--- src/rtl/uart_irq_ident.sv ---
module uart_irq_ident #(
  parameter int DW    = 8,
  parameter int IER_W = 4
) (
  input  logic          clk,
  input  logic          rst_n,
  input  logic          src_lsr,
  input  logic          src_timeout,
  input  logic          src_rxdata,
  input  logic          src_msr,
  input  logic          thr_empty,
  input  logic          thre_set,
  input  logic          thre_clr,
  input  logic          ier_wr,
  input  logic [DW-1:0] ier_wdata,
  input  logic          iir_rd,
  input  logic          fifo_en,
  input  logic          out2,
  output logic [DW-1:0] ier_rdata,
  output logic [DW-1:0] iir_rdata,
  output logic          irq
);
  localparam logic [3:0] ID_NONE = 4'h1;
  localparam logic [3:0] ID_LS   = 4'h6;
  localparam logic [3:0] ID_TO   = 4'hC;
  localparam logic [3:0] ID_RX   = 4'h4;
  localparam logic [3:0] ID_TX   = 4'h2;
  localparam logic [3:0] ID_MS   = 4'h0;

  logic [IER_W-1:0] ier_q;
  logic             thre_pend;
  logic [3:0]       id_code;

  wire en_ls = src_lsr     & ier_q[2];
  wire en_to = src_timeout & ier_q[0];
  wire en_rx = src_rxdata  & ier_q[0];
  wire en_tx = thre_pend   & ier_q[1];
  wire en_ms = src_msr     & ier_q[3];

  always_comb begin
    if (en_ls)      id_code = ID_LS;
    else if (en_to) id_code = ID_TO;
    else if (en_rx) id_code = ID_RX;
    else if (en_tx) id_code = ID_TX;
    else if (en_ms) id_code = ID_MS;
    else            id_code = ID_NONE;
  end

  wire rearm  = ier_wr & ier_wdata[1] & thr_empty;
  wire rd_clr = iir_rd & (id_code == ID_TX);

  always_ff @(posedge clk or negedge rst_n) begin
    if (!rst_n) begin
      ier_q     <= '0;
      thre_pend <= 1'b0;
    end else begin
      if (ier_wr) ier_q <= ier_wdata[IER_W-1:0];
      if (thre_set | rearm)       thre_pend <= 1'b1;
      else if (thre_clr | rd_clr) thre_pend <= 1'b0;
    end
  end

  assign ier_rdata = {{(DW-IER_W){1'b0}}, ier_q};
  assign iir_rdata = {{2{fifo_en}}, {(DW-6){1'b0}}, id_code};
  assign irq       = ~id_code[0] & out2;

  p_ls_first_r2: assert property (@(posedge clk) disable iff (!rst_n)
    (src_lsr && ier_rdata[2]) |-> iir_rdata[3:0] == 4'h6);
  p_masked_r4: assert property (@(posedge clk) disable iff (!rst_n)
    (ier_rdata[3:0] == 4'h0) |-> iir_rdata[3:0] == 4'h1);
  p_idle_code_r3: assert property (@(posedge clk) disable iff (!rst_n)
    iir_rdata[0] |-> iir_rdata[3:1] == 3'b000);
  p_reserved_r8: assert property (@(posedge clk) disable iff (!rst_n)
    iir_rdata[5:4] == 2'b00);
  p_ier_store_r5: assert property (@(posedge clk) disable iff (!rst_n)
    ier_wr |=> ier_rdata == {4'h0, $past(ier_wdata[3:0])});
  p_rd_clear_r6: assert property (@(posedge clk) disable iff (!rst_n)
    (iir_rd && iir_rdata[3:0] == 4'h2 && !thre_set &&
     !(ier_wr && ier_wdata[1] && thr_empty)) |=> !thre_pend);
  p_rearm_r9: assert property (@(posedge clk) disable iff (!rst_n)
    (ier_wr && ier_wdata[1] && thr_empty) |=> thre_pend);
  p_set_wins_r11: assert property (@(posedge clk) disable iff (!rst_n)
    thre_set |=> thre_pend);
  p_irq_out2_r10: assert property (@(posedge clk) disable iff (!rst_n)
    irq |-> (out2 && !iir_rdata[0]));
endmodule

--- config.mk ---
export PLATFORM = sky130hd
export DESIGN_NAME = uart_irq_ident
export DESIGN_NICKNAME = d
export VERILOG_FILES = /design/src/rtl/uart_irq_ident.sv
export SDC_FILE = /design/constraint.sdc
export NUM_CORES = 1
export LEC_CHECK = 0
export BUFFER_PORTS_ARGS = -buffer_cell sky130_fd_sc_hd__buf_2
export CORE_AREA = 8 8 45 47
export DETAILED_ROUTE_END_ITERATION = 8
export DIE_AREA = 0 0 53 55
export MAX_ROUTING_LAYER = met4
export PLACE_DENSITY = 0.72
export SLEW_MARGIN = 10
export SYNTH_ARGS = -nofsm -noshare
export SYNTH_HDL_FRONTEND = slang
export SYNTH_SLANG_ARGS = --single-unit
--- constraint.sdc ---
create_clock -name clk -period 1.6 [get_ports clk]
set_input_delay 0.08 -clock clk [delete_from_list [all_inputs] [get_ports clk]]
set_output_delay 0.08 -clock clk [all_outputs]
set_load 0.02 [all_outputs]
==> results_tabular.tex <==
\begin{tabular}{lr}
\hline
Metric & Value \\
\hline
\multicolumn{2}{l}{\textbf{Floorplanning}} \\
Starting Density & 22.4\% \\
Site Rows & 14 \\
Die span in x & 53 um \\
Die area & 2920 um\^{}2 \\
Count of boundary I/O pins & 38 \\
Core area & 1380 um\^{}2 \\
Die height & 55 um \\
\multicolumn{2}{l}{\textbf{STA}} \\
Clock skew after layout & 0.000126 ns \\
Total negative setup slack & 0 ns \\
Highest clock frequency the design can meet & 782 MHz \\
Final worst-path setup slack & 0.321 ns \\
Max Transition Viols Final & 0 \\
Worst hold-check slack & 0.0588 ns \\
Hold Vio Cnt, Final & 0 \\
Unrepaired setup endpoints after global routing & no \\
Setup-failing EPs final & 0 \\
Period minus WS final & 1.28 ns \\
Period utilization & 79.9\% \\
\multicolumn{2}{l}{\textbf{Global route}} \\
Largest net degree at the start of global routing & 6 \\
Global-route usage over all layers & 5.99\% \\
Global-route wire length before repair & 1240 um \\
Initial antenna violation count & 0 \\
Vias in the first global route & 313 \\
GRT overflow & 0 \\
\multicolumn{2}{l}{\textbf{Clocking}} \\
Max clock buf depth & 2 \\
H-tree lvl count & 1 \\
Total CTS buffers & 3 \\
Cell at the root of the clock tree & clkbuf\_4 \\
TritonCTS clock tree & built \\
Num Clock Sinks & 5 \\
Worst-Skew Late Latency & 0.24 ns \\
Register clock-pin slew on the reported worst setup and hold paths & 0.04 ns \\
\multicolumn{2}{l}{\textbf{Pwr}} \\
Pwr dens & 958 nW/um\^{}2 \\
Sw Ratio & 33.0\% \\
Share of total power in sequential cells & 35.2\% \\
Total leakage power & 0.243 nW \\
Post-layout total power & 0.427 mW \\
Portion of total power attributed to combinational logic & 30.7\% \\
Internal power component & 0.286 mW \\
Part of the power in the clock network & 34.0\% \\
IR drop worst, VDD & 0.275 mV \\
Switching pwr & 0.141 mW \\
\multicolumn{2}{l}{\textbf{Final layout}} \\
Area of all placed cells without fillers & 445 um\^{}2 \\
Number of filler instances in the final layout & 163 \\
Combined area of the multi-input logic cells & 144 um\^{}2 \\
Most frequent standard cell in the layout excluding fill and tap cells & buf\_2 \\
Most frequent cells in the layout & buf\_2 (24), conb\_1 (6), dfrtp\_1 (5) \\
Fraction of final layout cells sized beyond drive strength 1 & 57.1\% \\
Signed area change from the synthesized netlist to the final layout & 43.5\% \\
Count of nets after finishing & 78 \\
N\_diodes & 0 \\
Footprint of the flip-flops and latches & 125 um\^{}2 \\
\multicolumn{2}{l}{\textbf{Worst hold path}} \\
Hold Path Class & primary input to flip-flop \\
Hold path startpoint & thre\_set \\
Worst hold endpoint & thre\_pend\$\_DFFE\_PN0P\_ \\
Min-Delay Path Depth & 2 \\
\multicolumn{2}{l}{\textbf{Worst setup path}} \\
Slowest CP cell & dfrtp\_1 \\
Top Family by Delay on Critical Path & flip-flops \\
Critical path data required time & 1.52 ns \\
Largest fanout of any net on the critical path & 5 \\
Type of origin of the critical path & flip-flop \\
FF-to-FF Start & ier\_q[2]\$\_DFFE\_PN0P\_ \\
Sequence of cells on the critical path & a22o\_1, o21a\_1, buf\_2 \\
Biggest cell delay along the critical path & 0.41 ns \\
Reg-to-reg slack, setup & 0.54 ns \\
Worst Reg-to-Reg Cells & 3 \\
Data arrival time of the critical path & 1.20 ns \\
CP endpoint kind & primary output \\
Terminus of the critical flop-to-flop path & thre\_pend\$\_DFFE\_PN0P\_ \\
Start-to-end type of the worst setup path & flip-flop to primary output \\
WP buf/inv & 1 \\
\multicolumn{2}{l}{\textbf{Logic synthesis}} \\
Post-synthesis cell area & 310 um\^{}2 \\
Cell count after synthesis & 30 \\
Count of cell types in the netlist & 14 \\
Flip-flop and latch count after synthesis & 5 \\
Post-synthesis sequential area ratio & 40.3\% \\
Ys Warns & 0 \\
Post-Syn Area per Cell & 10.3 um\^{}2 \\
\multicolumn{2}{l}{\textbf{Outcome}} \\
Result of the run & complete, no violations \\
\multicolumn{2}{l}{\textbf{Route}} \\
Total wire length & 885 um \\
Drt wl/cell & 12.3 um \\
Number of DRC violations after detailed routing & 0 \\
First DRT Iteration DRCs & 5 \\
Via count of the routed design & 306 \\
Via density per instance & 4.25 \\
Count of antenna-violating nets left after detailed routing & 0 \\
Number of iterations in the first detailed-routing pass & 4 \\
\multicolumn{2}{l}{\textbf{Placement}} \\
Final estimated routing congestion in global placement & 0.755 \\
Post-placement setup slack & 0.534 ns \\
Placed cell area & 409 um\^{}2 \\
Count of input and output buffers & 24 \\
\multicolumn{2}{l}{\textbf{Run}} \\
Max Cap Violations & 0 \\
\hline
\end{tabular}
[layout make-up]
class | instances | share of cell area [%]
clock buffers | 4 | 5.90
multi-input cells | 22 | 32.3
flip-flops and latches | 5 | 28.1
well taps | 16 | 4.49
repair buffers | 25 | 29.2
[per-stage QoR]
step / std cells / utilization, %
2_1_floorplan: 35 / -
3_3_place_gp: 67 / 29.6
3_5_place_dp: 67 / 29.6
4_1_cts: 72 / 32.2
5_1_grt: 72 / 32.2
6_report: 72 / 32.2
[worst max-delay path by stage]
stage / startpoint / endpoint / cells past startpoint
after floorplan: ier_q[2]$_DFFE_PN0P_ / iir_rdata[0] / 3
after global placement: ier_q[2]$_DFFE_PN0P_ / thre_pend$_DFFE_PN0P_ / 3
after detailed placement: ier_q[2]$_DFFE_PN0P_ / thre_pend$_DFFE_PN0P_ / 3
after CTS: ier_q[1]$_DFFE_PN0P_ / irq / 3
after global routing: ier_q[2]$_DFFE_PN0P_ / irq / 4
final: ier_q[1]$_DFFE_PN0P_ / irq / 3
[registers in the layout, summed over array words and instances (netlist names)]
register,count
ier_q,4
thre_pend,1
[logic make-up after synthesis]
group,synth area share (%)
AND/OR/NAND/NOR,10.5
flip-flops,40.3
AO/OA/AOI/OAI,14.1
other,1.21
buffers and inverters,19.4
multiplexers,14.5
[power groups by stage]
stage,clock (mW),sequential (mW),combinational [mW]
final,0.145,0.150,0.131
after floorplan,0,0.163,0.0836
after detailed placement,0,0.152,0.130
after global routing,0.166,0.152,0.141
after global placement,0,0.152,0.128
after CTS,0.155,0.151,0.133
[synthesized netlist by cell type]
cell      count  area (um^2)
a22o_1        1         8.76
a311o_1       1         10.0
o21a_1        1         7.51
conb_1        1         3.75
nand3_1       1         5.00
o21ai_2       1         8.76
dfrtp_1       5          125
nand2b_1      1         6.26
a41oi_1       1         8.76
buf_4         8         60.1
mux2_2        4         45.0
and3_1        1         6.26
nand2_1       3         11.3
nor2_1        1         3.75
[per-layer routing]
layer  global-route usage [%]  wire (um)
met1                     5.06        259
met4                     5.60          5
met5                        -          0
met2                     9.77        458
met3                     2.67        162
[timing repair]
item | CTS | global route
resized for setup | 0 | 0
hold buffers | 1 | 0
endpoints found under the setup margin | 0 | 0
buffers inserted | 0 | 0
endpoints found under the hold margin | 5 | 0
No activity file was read; power rests on OpenSTA's default activity.
